## config.mk

```make
export PLATFORM = sky130hd
export DESIGN_NAME = cam_evt_flags
export DESIGN_NICKNAME = d
export VERILOG_FILES = /design/src/rtl/cam_evt_pkg.sv /design/src/rtl/cam_evt_vsync.sv /design/src/rtl/cam_evt_linegrp.sv /design/src/rtl/cam_evt_flagbank.sv /design/src/rtl/cam_evt_flags.sv
export SDC_FILE = /design/constraint.sdc
export NUM_CORES = 1
export LEC_CHECK = 0
export ABC_CLOCK_PERIOD_IN_PS = 3400
export BUFFER_PORTS_ARGS = -buffer_cell sky130_fd_sc_hd__buf_2
export CORE_ASPECT_RATIO = 1.5
export CORE_MARGIN = 2
export CORE_UTILIZATION = 30
export DETAILED_ROUTE_END_ITERATION = 8
export PLACE_DENSITY = 0.61
export SYNTH_ARGS = -nofsm -noshare
export SYNTH_HDL_FRONTEND = slang
export SYNTH_SLANG_ARGS = --single-unit
```

## constraint.sdc

```tcl
create_clock -name clk -period 3.4 [get_ports clk]
set_input_delay 0.51 -clock clk [delete_from_list [all_inputs] [get_ports clk]]
set_output_delay 0.51 -clock clk [all_outputs]
set_load 0.005 [all_outputs]
```

## src/rtl/cam_evt_pkg.sv

```systemverilog
package cam_evt_pkg;

    // status / clear / enable bit positions
    localparam int BIT_ACT = 0;
    localparam int BIT_OVR = 1;
    localparam int BIT_LIM = 2;
    localparam int BIT_SYN = 3;
    localparam int BIT_FRM = 4;
    localparam int BIT_LGR = 5;
    localparam int NFLAG   = 5;   // sticky flags, bits 1..5

    // register addresses
    localparam int A_STAT = 0;
    localparam int A_CLR  = 1;
    localparam int A_CTRL = 2;
    localparam int A_IEN  = 3;
    localparam int A_LIM  = 4;

    // control register bit positions
    localparam int C_CAPEN = 0;
    localparam int C_EMB   = 1;
    localparam int C_JPEG  = 2;
    localparam int C_LM_LO = 8;

endpackage

```

## src/rtl/cam_evt_vsync.sv

```systemverilog
module cam_evt_vsync (
    input  logic clk,
    input  logic rst_n,
    input  logic vsync_i,
    input  logic cap_en_i,
    input  logic frame_end_i,
    output logic rise_o,
    output logic active_o
);
    typedef struct packed {
        logic vs;
        logic act;
    } vs_st_t;

    vs_st_t st_d, st_q;

    assign rise_o   = vsync_i & ~st_q.vs;
    assign active_o = st_q.act;

    always_comb begin
        st_d    = st_q;
        st_d.vs = vsync_i;
        if (frame_end_i)
            st_d.act = 1'b0;
        if (rise_o && cap_en_i)
            st_d.act = 1'b1;
    end

    always_ff @(posedge clk or negedge rst_n) begin
        if (!rst_n) st_q <= '0;
        else        st_q <= st_d;
    end
endmodule

```

## src/rtl/cam_evt_linegrp.sv

```systemverilog
module cam_evt_linegrp #(
    parameter int LM_W = 8
) (
    input  logic            clk,
    input  logic            rst_n,
    input  logic            line_end_i,
    input  logic            frame_start_i,
    input  logic            frame_end_i,
    input  logic            jpeg_i,
    input  logic [LM_W-1:0] mult_i,
    output logic            fire_o
);
    localparam int CW = LM_W + 1;

    typedef struct packed {
        logic [LM_W-1:0] cnt;
    } lg_st_t;

    lg_st_t       st_d, st_q;
    logic [CW-1:0] eff_w;
    logic [CW-1:0] next_w;

    assign eff_w  = (mult_i == '0) ? CW'(1) : {1'b0, mult_i};
    assign next_w = {1'b0, st_q.cnt} + CW'(1);

    always_comb begin
        st_d   = st_q;
        fire_o = 1'b0;
        if (frame_end_i) begin
            fire_o   = 1'b1;
            st_d.cnt = '0;
        end else if (frame_start_i) begin
            st_d.cnt = '0;
        end else if (line_end_i && !jpeg_i) begin
            if (next_w >= eff_w) begin
                fire_o   = 1'b1;
                st_d.cnt = '0;
            end else begin
                st_d.cnt = next_w[LM_W-1:0];
            end
        end
    end

    always_ff @(posedge clk or negedge rst_n) begin
        if (!rst_n) st_q <= '0;
        else        st_q <= st_d;
    end
endmodule

```

## src/rtl/cam_evt_flagbank.sv

```systemverilog
module cam_evt_flagbank #(
    parameter int N = 5
) (
    input  logic         clk,
    input  logic         rst_n,
    input  logic [N-1:0] set_i,
    input  logic [N-1:0] clr_i,
    output logic [N-1:0] flag_o
);
    typedef struct packed {
        logic [N-1:0] flg;
    } fb_st_t;

    fb_st_t st_d, st_q;

    assign flag_o = st_q.flg;

    always_comb begin
        st_d = st_q;
        for (int i = 0; i < N; i++) begin
            // set has priority over a simultaneous clear
            if (set_i[i])      st_d.flg[i] = 1'b1;
            else if (clr_i[i]) st_d.flg[i] = 1'b0;
        end
    end

    always_ff @(posedge clk or negedge rst_n) begin
        if (!rst_n) st_q <= '0;
        else        st_q <= st_d;
    end
endmodule

```

## src/rtl/cam_evt_flags.sv

```systemverilog
module cam_evt_flags #(
    parameter int LM_W   = 8,
    parameter int CNT_W  = 16,
    parameter int DATA_W = 32,
    parameter int ADDR_W = 3
) (
    input  logic              clk,
    input  logic              rst_n,
    input  logic              vsync_i,
    input  logic              line_end_i,
    input  logic              frame_end_i,
    input  logic              ovr_i,
    input  logic [CNT_W-1:0]  dcnt_i,
    input  logic              reg_wr_i,
    input  logic [ADDR_W-1:0] reg_addr_i,
    input  logic [DATA_W-1:0] reg_wdata_i,
    output logic [DATA_W-1:0] reg_rdata_o,
    output logic              irq_o
);
    import cam_evt_pkg::*;

    localparam int NF = NFLAG;

    typedef struct packed {
        logic              cap_en;
        logic              emb;
        logic              jpeg;
        logic [LM_W-1:0]   lm;
        logic [NF-1:0]     ien;
        logic [CNT_W-1:0]  lim;
    } cfg_t;

    cfg_t cfg_d, cfg_q;

    logic          rise_w;
    logic          act_w;
    logic          fire_w;
    logic          allow_w;
    logic          cap_en_w;
    logic [NF-1:0] set_w;
    logic [NF-1:0] clr_w;
    logic [NF-1:0] flag_w;
    logic [DATA_W-1:0] stat_w;
    logic          wr_clr_w;
    logic          unused_w;

    assign cap_en_w = cfg_q.cap_en;
    assign allow_w  = ~cfg_q.emb | cfg_q.cap_en;
    assign wr_clr_w = reg_wr_i && (reg_addr_i == ADDR_W'(A_CLR));

    cam_evt_vsync u_vsync (
        .clk         (clk),
        .rst_n       (rst_n),
        .vsync_i     (vsync_i),
        .cap_en_i    (cfg_q.cap_en),
        .frame_end_i (frame_end_i),
        .rise_o      (rise_w),
        .active_o    (act_w)
    );

    cam_evt_linegrp #(.LM_W(LM_W)) u_linegrp (
        .clk           (clk),
        .rst_n         (rst_n),
        .line_end_i    (line_end_i),
        .frame_start_i (rise_w),
        .frame_end_i   (frame_end_i),
        .jpeg_i        (cfg_q.jpeg),
        .mult_i        (cfg_q.lm),
        .fire_o        (fire_w)
    );

    // flag vector index k holds status bit k+1
    always_comb begin
        set_w                = '0;
        set_w[BIT_OVR-1]     = ovr_i;
        set_w[BIT_LIM-1]     = (dcnt_i == cfg_q.lim);
        set_w[BIT_SYN-1]     = rise_w & allow_w;
        set_w[BIT_FRM-1]     = frame_end_i;
        set_w[BIT_LGR-1]     = fire_w & allow_w;
        clr_w                = wr_clr_w ? reg_wdata_i[NF:1] : '0;
    end

    cam_evt_flagbank #(.N(NF)) u_flags (
        .clk    (clk),
        .rst_n  (rst_n),
        .set_i  (set_w),
        .clr_i  (clr_w),
        .flag_o (flag_w)
    );

    // configuration registers
    always_comb begin
        cfg_d = cfg_q;
        if (reg_wr_i) begin
            case (reg_addr_i)
                ADDR_W'(A_CTRL): begin
                    cfg_d.cap_en = reg_wdata_i[C_CAPEN];
                    cfg_d.emb    = reg_wdata_i[C_EMB];
                    cfg_d.jpeg   = reg_wdata_i[C_JPEG];
                    cfg_d.lm     = reg_wdata_i[C_LM_LO +: LM_W];
                end
                ADDR_W'(A_IEN): cfg_d.ien = reg_wdata_i[NF:1];
                ADDR_W'(A_LIM): cfg_d.lim = reg_wdata_i[CNT_W-1:0];
                default: ;
            endcase
        end
    end

    always_ff @(posedge clk or negedge rst_n) begin
        if (!rst_n) begin
            cfg_q     <= '0;
            cfg_q.lim <= '1;
        end else begin
            cfg_q <= cfg_d;
        end
    end

    // read side
    always_comb begin
        stat_w                       = '0;
        stat_w[BIT_ACT]              = act_w;
        stat_w[NF:1]                 = flag_w;
        reg_rdata_o                  = '0;
        case (reg_addr_i)
            ADDR_W'(A_STAT): reg_rdata_o = stat_w;
            ADDR_W'(A_CTRL): begin
                reg_rdata_o[C_CAPEN]          = cfg_q.cap_en;
                reg_rdata_o[C_EMB]            = cfg_q.emb;
                reg_rdata_o[C_JPEG]           = cfg_q.jpeg;
                reg_rdata_o[C_LM_LO +: LM_W]  = cfg_q.lm;
            end
            ADDR_W'(A_IEN):  reg_rdata_o[NF:1]        = cfg_q.ien;
            ADDR_W'(A_LIM):  reg_rdata_o[CNT_W-1:0]   = cfg_q.lim;
            default: ;
        endcase
    end

    assign irq_o = |(flag_w & cfg_q.ien);

    assign unused_w = ^{reg_wdata_i, cap_en_w};
endmodule

```

==> results of run 1 <==
[critical path, cell delays in order, from the launching register on]
cell      delay, ns
dfrtp_1        0.42
ha_1           0.21
nand3_1        0.13
nor2_1         0.18
nor2b_1        0.07
or2_2          0.29
ha_1           0.31
a211oi_1       0.21
nand2_1        0.08
a31oi_1        0.21
o21a_1         0.28
nand2_1        0.10
o21ai_0        0.16
[state kept, by name (all words and copies together), names as in the netlist]
| register | count |
|---|---|
| cap_en_w | 1 |
| cfg_q | 31 |
| u_flags.flag_o | 5 |
| u_vsync.active_o | 1 |
| u_vsync.st_q | 1 |
| u_linegrp.st_q | 8 |
[logic make-up after synthesis]
family / count (synthesis) / share of synthesized area [%]
buffers and inverters: 34 / 7.81
XOR/XNOR: 20 / 6.14
other: 1 / 0.132
multiplexers: 28 / 12.3
flip-flops: 47 / 41.9
adder cells (fa/ha/maj): 9 / 3.95
AO/OA/AOI/OAI: 51 / 12.1
AND/OR/NAND/NOR: 87 / 15.6
[power by group]
group | total, uW | switching (uW) | leakage, uW | internal [uW]
sequential | 763 | 81.0 | 0.000548 | 682
combinational | 334 | 156 | 0.000911 | 177
clock | 471 | 203 | 0.0000733 | 268
total | 1570 | 440 | 0.00153 | 1130
[Yosys cell counts, types with 3 or more instances]
library cell / instances
a22oi_1: 16
a32o_1: 3
and2_1: 3
buf_2: 3
buf_4: 16
clkbuf_1: 4
dfrtp_1: 31
dfstp_2: 16
ha_1: 9
inv_1: 8
mux2_2: 17
mux2_4: 10
nand2_1: 34
nand2b_1: 3
nand3_1: 4
nor2_1: 15
nor2b_1: 7
nor3_1: 3
nor4_1: 6
o21ai_0: 19
xnor2_1: 3
xor2_1: 17
[cell usage in the layout, fill, tap and decap left out, drive strengths merged, types with 2 or more instances in the layout]
cell,n
dfrtp,31
a21o,2
nand2b,3
nor2,15
buf,59
nand2,34
and2,4
conb,16
a22oi,16
nand3,4
clkbuf,5
a32o,3
xor2,17
o21a,2
a21oi,2
xnor2,3
inv,8
nor2b,9
ha,9
nor3,3
dfstp,16
mux2,27
clkinv,3
o21ai,19
nor4,6
or2,2
[routing by layer]
layer	vias up	global-route usage, %
met5	-	0
met4	0	5.44
met3	11	3.14
met2	67	23.5
met1	1001	14.7
li1	1050	-
[final cells by class]
cell class / instances / area (sq um)
well taps: 112 / 140
flip-flops and latches: 47 / 1200
multi-input cells: 211 / 1500
fillers: 945 / 5950
clock inverters: 3 / 15.0
clock buffers: 5 / 125
inverters: 8 / 30.0
repair buffers: 59 / 298
[per-stage QoR]
step / hold WS (ns) / util [%] / total power (uW)
2_1_floorplan: 0.214 / - / 997
3_3_place_gp: 0.502 / 34.1 / 1100
3_5_place_dp: 0.507 / 34.1 / 1110
4_1_cts: 0.335 / 35.7 / 1590
5_1_grt: 0.338 / 35.7 / 1670
6_report: 0.339 / 35.7 / 1570
[path summary, 6_finish.rpt]
check                                  start                 to  slack (ns)  cells past startpoint
max                        u_linegrp.st_q[0]  u_linegrp.st_q[5]        0.67                     12
max in group asynchronous              rst_n          cfg_q[22]        2.36                      1
max reg2reg                u_linegrp.st_q[0]  u_linegrp.st_q[5]        0.67                     12
min in group asynchronous              rst_n  u_flags.flag_o[0]        0.40                      1
min reg2reg                u_flags.flag_o[1]  u_flags.flag_o[1]        0.53                      2
min                                  vsync_i    u_vsync.st_q[1]        0.34                      1
==> results.json, run 1 <==
{
  "met1_length_mm": 2.64,
  "topRoutingLayerUsed": "met4",
  "io_buffers": 58,
  "maxCapViolCount": 0,
  "report.final.slew_viol_count": 0,
  "synth_edf_count": 0,
  "finalSetupViolations": 0,
  "synth_top_area_share_pct": 27.2,
  "fp.dieH_um": 123,
  "path_clk_slew_ns": 0.06,
  "dpl.cell_count": 437,
  "initial_core_util_pct": 30.8,
  "grt_pass1_vias": 2123,
  "cellPowerDensity_nw_per_um2": 475,
  "drt-pass1-iter-count": 4,
  "cts_hold_buf": 0,
  "setup_tns_ns": 0,
  "max_freq_mhz": 366,
  "placed_cell_area_sq_um": 3160,
  "cp-start-kind": "flip-flop",
  "core_area_sq_um": 9250,
  "rsz0062_at_grt": "false",
  "overflow": 0,
  "die_w_um": 83.6,
  "area_growth_pct": 15.7,
  "finalCriticalPeriod_ns": 2.73,
  "dr_wl_met2_mm": 3.31,
  "numCtsBuffers": 5,
  "yosysWarnings": 0,
  "min_period_over_period_pct": 80.4,
  "design_area_sq_um": 3300,
  "die-area_sq_um": 10300,
  "synthArstFlopShare_pct": 100,
  "boundaryPins": 91,
  "clock_latency_ns": 0.29,
  "cts_resized": 0,
  "wl_mm": 6.38,
  "wire_per_inst_um": 14.3,
  "postRouteAntennaNets": 0,
  "viasPerCell": 4.78,
  "grt_pass1_wl_mm": 10.5,
  "end_kind": "flip-flop",
  "synth.largest_area_cell": "dfrtp_1",
  "maxSlewHeadroom_pct": 31.0,
  "cts.path.max_buffers": 2,
  "num_vias": 2129,
  "vdd_ir_drop_max_uv": 268,
  "worst_slack_ns": 0.667,
  "ys_types": 46,
  "layout-drive-gt1-share_pct": 35.1,
  "synthFlopType": "dfrtp_1",
  "arrival_ns": 2.94,
  "dp_hpwl_mm": 5.07,
  "clock-sinks": 47,
  "skew_ns": 0.00478,
  "postCtsSetupBuffers": 0,
  "globalplace.congestion": 0.833,
  "cts_tree": "done",
  "root_buffer": "clkbuf_16",
  "yosys_register_bits": 47,
  "p_leak_uw": 0.00153,
  "htree_num_levels": 2,
  "grt_max_degree": 48,
  "crit_fanout": 7,
  "std_cell_rows": 43,
  "worstSetupPathType": "flip-flop to flip-flop",
  "antenna_found_initial": 0,
  "place_ws_ns": 0.682,
  "status": "complete, no violations",
  "wl_met3_um": 302,
  "n_antenna_cell": 0,
  "worst_slew_pin_slew_ns": 1.04,
  "syn_area_per_cell_sq_um": 10.3,
  "nets": 399,
  "critPathRequiredTime_ns": 3.61,
  "hold_viol": 0,
  "drt-initial-drc-count": 73,
  "fin_cells": 445,
  "drc": 0,
  "grt.total_usage_pct": 13.0,
  "hp-class": "primary input to flip-flop",
  "yosys-top-cells-area": "dfrtp_1 27%, dfstp_2 15%, mux2_2 6.7%",
  "synth_area_sq_um": 2850,
  "syn_inst": 277,
  "ys_seq_area_share_pct": 41.9
}
Note: power is estimated with default switching activity, not from simulation.
==> run 2: changes to the inputs <==
Settings changed: ABC_CLOCK_PERIOD_IN_PS 3400 to 2500, PLACE_DENSITY 0.61 to 0.63.
Clock period 3.4 ns to 2.5 ns, I/O delays scaled along.
==> results.json, run 2 (same netlist as run 1, synthesis figures left out) <==
{
  "min_from": "vsync_i",
  "top_register": "cfg_q",
  "max_freq_mhz": 412,
  "numCtsBuffers": 5,
  "dp_hpwl_mm": 5.37,
  "std_cell_rows": 43,
  "grt_pass1_vias": 2276,
  "crit_family": "compound AO/OA/AOI/OAI gates",
  "end_kind": "flip-flop",
  "critPathMaxStageDelay_ns": 0.37,
  "drc": 0,
  "cts_tree": "done",
  "hold_viol": 0,
  "cts.path.max_buffers": 2,
  "dr_wl_met2_mm": 3.73,
  "final_cell_mix": "58 x buf_2, 33 x nand2_1, 31 x dfrtp_1, 17 x mux2_2, 17 x xor2_1",
  "num_vias": 2260,
  "path_cells": "ha_2 > nand3_4 > nor2_4 > nor2b_1 > or2_4 > ha_4 > a211oi_2 > nand2_1 > a31oi_2 > o21a_2 > buf_6 > a32o_1",
  "initial_core_util_pct": 30.8,
  "cp-start-kind": "flip-flop",
  "report.final.slew_viol_count": 0,
  "boundaryPins": 91,
  "drt-pass1-iter-count": 5,
  "finalCriticalPeriod_ns": 2.43,
  "io_buffers": 58,
  "cts_hold_buf": 0,
  "vdd_ir_drop_max_uv": 351,
  "status": "complete, no violations",
  "path_clk_slew_ns": 0.06,
  "met1_length_mm": 2.75,
  "topRoutingLayerUsed": "met5",
  "cp_slowest_cell": "dfrtp_1",
  "largest_reg_flops": 31,
  "drt-initial-drc-count": 125,
  "maxSlewHeadroom_pct": 35.0,
  "worst_slack_ns": 0.0734,
  "p_leak_uw": 0.00159,
  "grt.total_usage_pct": 13.8,
  "mostFrequentLayoutCell": "buf_2",
  "place_ws_ns": -0.131,
  "n_antenna_cell": 0,
  "layout-drive-gt1-share_pct": 41.3,
  "min_period_over_period_pct": 97.1,
  "fp.dieH_um": 123,
  "grt_pass1_wl_mm": 11.2,
  "core_area_sq_um": 9250,
  "skew_ns": 0.00448,
  "die_w_um": 83.6,
  "nets": 412,
  "maxCapViolCount": 0,
  "clock_latency_ns": 0.29,
  "worstSetupPathType": "flip-flop to flip-flop",
  "globalplace.congestion": 0.840,
  "wire_per_inst_um": 15.2,
  "crit_buf_inv": 1,
  "viasPerCell": 4.93,
  "r2r_start": "u_linegrp.st_q[1]",
  "crit_fanout": 6,
  "overflow": 0,
  "finalSetupViolations": 0,
  "hp-class": "primary input to flip-flop",
  "clock-sinks": 47,
  "worst_slew_pin_slew_ns": 0.975,
  "grt_max_degree": 44,
  "p_total_uw": 2190,
  "htree_num_levels": 2,
  "cellPowerDensity_nw_per_um2": 628,
  "startpoint": "u_linegrp.st_q[1]",
  "setup_tns_ns": 0,
  "postRouteAntennaNets": 0,
  "arrival_ns": 2.65,
  "antenna_found_initial": 1,
  "root_buffer": "clkbuf_16",
  "area_growth_pct": 22.3,
  "die-area_sq_um": 10300,
  "wl_met3_um": 337,
  "critPathRequiredTime_ns": 2.73,
  "wl_mm": 6.96
}
## run 2: per-layer routing
layer	vias up	GRT usage [%]
met3	11	3.87
li1	1085	-
met2	76	25.1
met5	-	0
met4	2	5.95
met1	1086	15.0
## run 2: repair_timing
item,4_1_cts,5_1_grt
resized for setup,8,14
endpoints found under the hold margin,0,0
cloned,0,0
pin swaps,2,7
setup buffers,0,2
setup endpoints to repair,9,4
## run 2: final timing paths
kind	to	slack, ns	depth (start not counted)
max reg2reg	u_linegrp.st_q[3]	0.07	12
max in group asynchronous	cfg_q[4]	1.52	2
min in group asynchronous	u_flags.flag_o[0]	0.24	1
min reg2reg	u_vsync.active_o	0.52	2
min	u_vsync.st_q[1]	0.21	1
max	u_linegrp.st_q[3]	0.07	12
## run 2: where the power goes
group	internal [uW]	total (uW)	switching, uW
sequential	928	1040	112
clock	369	654	285
combinational	264	496	232
## run 2: through the flow
step / util, % / instance area, sq um / hold slack [ns] / instances
after CTS: 36.9 / 3420 / 0.199 / 457
after global placement: 35.1 / 3250 / 0.499 / 449
final: 37.7 / 3490 / 0.207 / 458
after detailed placement: 35.1 / 3250 / 0.502 / 449
after floorplan: - / 2910 / 0.0794 / 292
after global routing: 37.7 / 3490 / 0.212 / 458
## run 2: layout make-up
type / count / area (sq um)
fill: 934 / 5770
multi-input combinational: 211 / 1580
sequential: 47 / 1200
timing repair buffer: 72 / 399
tap: 112 / 140
clock buffer: 6 / 129
inverter: 8 / 30.0
clock inverter: 2 / 12.5
## run 2: worst reg2reg max path: stages, from the launching register on
cell and delay [ns]:
dfrtp_1 0.37, ha_2 0.23, nand3_4 0.10, nor2_4 0.12, nor2b_1 0.06, or2_4 0.26
ha_4 0.24, a211oi_2 0.17, nand2_1 0.09, a31oi_2 0.21, o21a_2 0.25, buf_6 0.11
a32o_1 0.15
==> run 3: changes to the inputs <==
Settings changed: CORE_UTILIZATION 30 to 46, PLACE_DENSITY 0.63 to 0.85.
==> results.json, run 3 (same netlist as run 1, synthesis figures left out) <==
{
  "drt-pass1-iter-count": 4,
  "cts.path.max_buffers": 2,
  "viasPerCell": 5.42,
  "fin_cells": 419,
  "hold_viol": 0,
  "critPathMaxStageDelay_ns": 0.39,
  "cp_slowest_cell": "dfrtp_1",
  "top_register": "cfg_q",
  "finalCriticalPeriod_ns": 2.40,
  "dp_hpwl_mm": 5.10,
  "min_period_over_period_pct": 96.1,
  "std_cell_rows": 35,
  "critPathRequiredTime_ns": 2.70,
  "r2r_slack_ns": 0.1,
  "mostFrequentLayoutCell": "buf_2",
  "crit_family": "compound AO/OA/AOI/OAI gates",
  "status": "complete, no violations",
  "drt-initial-drc-count": 79,
  "p_total_uw": 1990,
  "drc": 0,
  "die-area_sq_um": 6860,
  "root_buffer": "clkbuf_8",
  "cts_tree": "done",
  "globalplace.congestion": 0.895,
  "max_freq_mhz": 416,
  "post-route-util_pct": 55.4,
  "crit_buf_inv": 1,
  "wl_mm": 6.73,
  "maxSlewHeadroom_pct": 46.0,
  "core_area_sq_um": 6090,
  "postRouteAntennaNets": 0,
  "cellPowerDensity_nw_per_um2": 589,
  "n_antenna_cell": 0,
  "grt_pass1_vias": 2412,
  "maxCapViolCount": 0,
  "skew_ns": 0.0122,
  "largest_reg_flops": 31,
  "crit_fanout": 7,
  "final_cell_mix": "58 x buf_2, 34 x nand2_1, 31 x dfrtp_1",
  "clock-sinks": 47,
  "layout-drive-gt1-share_pct": 40.9,
  "io_buffers": 58,
  "vdd_ir_drop_max_uv": 291,
  "num_vias": 2271,
  "r2r_start": "u_linegrp.st_q[1]",
  "grt.total_usage_pct": 20.9,
  "worst_slew_pin_slew_ns": 0.804,
  "boundaryPins": 91,
  "end_kind": "flip-flop",
  "path_clk_slew_ns": 0.09,
  "grt_pass1_wl_mm": 10.9,
  "initial_core_util_pct": 46.8,
  "nets": 411,
  "path_cells": "ha_2 > buf_4 > nor2b_1 > or2_2 > ha_4 > nand2_1 > o21ai_2 > a31oi_2 > o21a_2 > a32o_1",
  "grt_max_degree": 26,
  "antenna_found_initial": 0,
  "arrival_ns": 2.60,
  "p_leak_uw": 0.00156,
  "worstSetupPathType": "flip-flop to flip-flop",
  "wire_per_inst_um": 16.1,
  "startpoint": "u_linegrp.st_q[1]",
  "numCtsBuffers": 5,
  "report.final.slew_viol_count": 0,
  "clock_latency_ns": 0.30,
  "cp-start-kind": "flip-flop",
  "finalSetupViolations": 0,
  "die_w_um": 68.3,
  "fp.dieH_um": 100,
  "htree_num_levels": 2,
  "area_growth_pct": 18.3,
  "nFillCells": 518,
  "rsz0062_at_grt": "true",
  "dpl.cell_count": 408,
  "overflow": 0,
  "hp-class": "primary input to async pin"
}
==> run 3: worst register-to-register path, stage by stage (launching register included) <==
cell	delay [ns]
dfrtp_1	0.39
ha_2	0.21
buf_4	0.14
nor2b_1	0.13
or2_2	0.32
ha_4	0.28
nand2_1	0.06
o21ai_2	0.12
a31oi_2	0.11
o21a_2	0.28
a32o_1	0.27
==> run 3: repair_timing <==
action / in CTS / in global routing
resized for setup: 8 / 10
buffers inserted: 3 / 0
setup endpoints to repair: 9 / 9
pin swaps: 2 / 7
hold buffers: 0 / 0
==> run 3: final timing paths <==
kind,endpoint,cells past startpoint
worst min-delay path,u_flags.flag_o[0],1
worst min register to register,u_flags.flag_o[3],1
max in group asynchronous,cfg_q[2],2
min in group clk,u_vsync.st_q[1],1
worst max register to register,u_linegrp.st_q[7],10
worst max-delay path,u_linegrp.st_q[7],10
==> run 3: routing by layer <==
metal	share of wire, %	GRT usage [%]
met1	37	21.7
met2	54	38.5
met3	4.8	3.92
met4	3.4	10.2
met5	0	0
==> run 3: area by class of cell <==
type                            count  area (sq um)  share of cell area [%]
Timing Repair Buffer               71           388                    11.5
Inverter                            8          30.0                   0.890
Sequential cell                    47          1200                    35.5
Tap cell                           74          92.6                    2.74
Clock inverter                      2          12.5                   0.371
Multi-Input combinational cell    211          1580                    46.9
Clock buffer                        6          72.6                    2.15
==> run 3: power by group <==
part           total [uW]  internal, uW  leakage, uW  switching, uW
Combinational         493           259     0.000975            234
Clock                 453           196    0.0000412            257
Sequential           1040           926     0.000548            114
==> run 3: through the flow <==
stage | hold slack [ns] | TNS (ns) | cell area, sq um | worst slack, ns
2_1_floorplan | 0.0794 | 0 | 2910 | 0.0701
3_3_place_gp | 0.383 | -0.0367 | 3180 | -0.0191
3_5_place_dp | 0.398 | -0.695 | 3180 | -0.160
4_1_cts | 0.0656 | 0 | 3310 | 0.0136
5_1_grt | 0.0961 | -0.0399 | 3370 | -0.0162
6_report | 0.0515 | 0 | 3370 | 0.0981
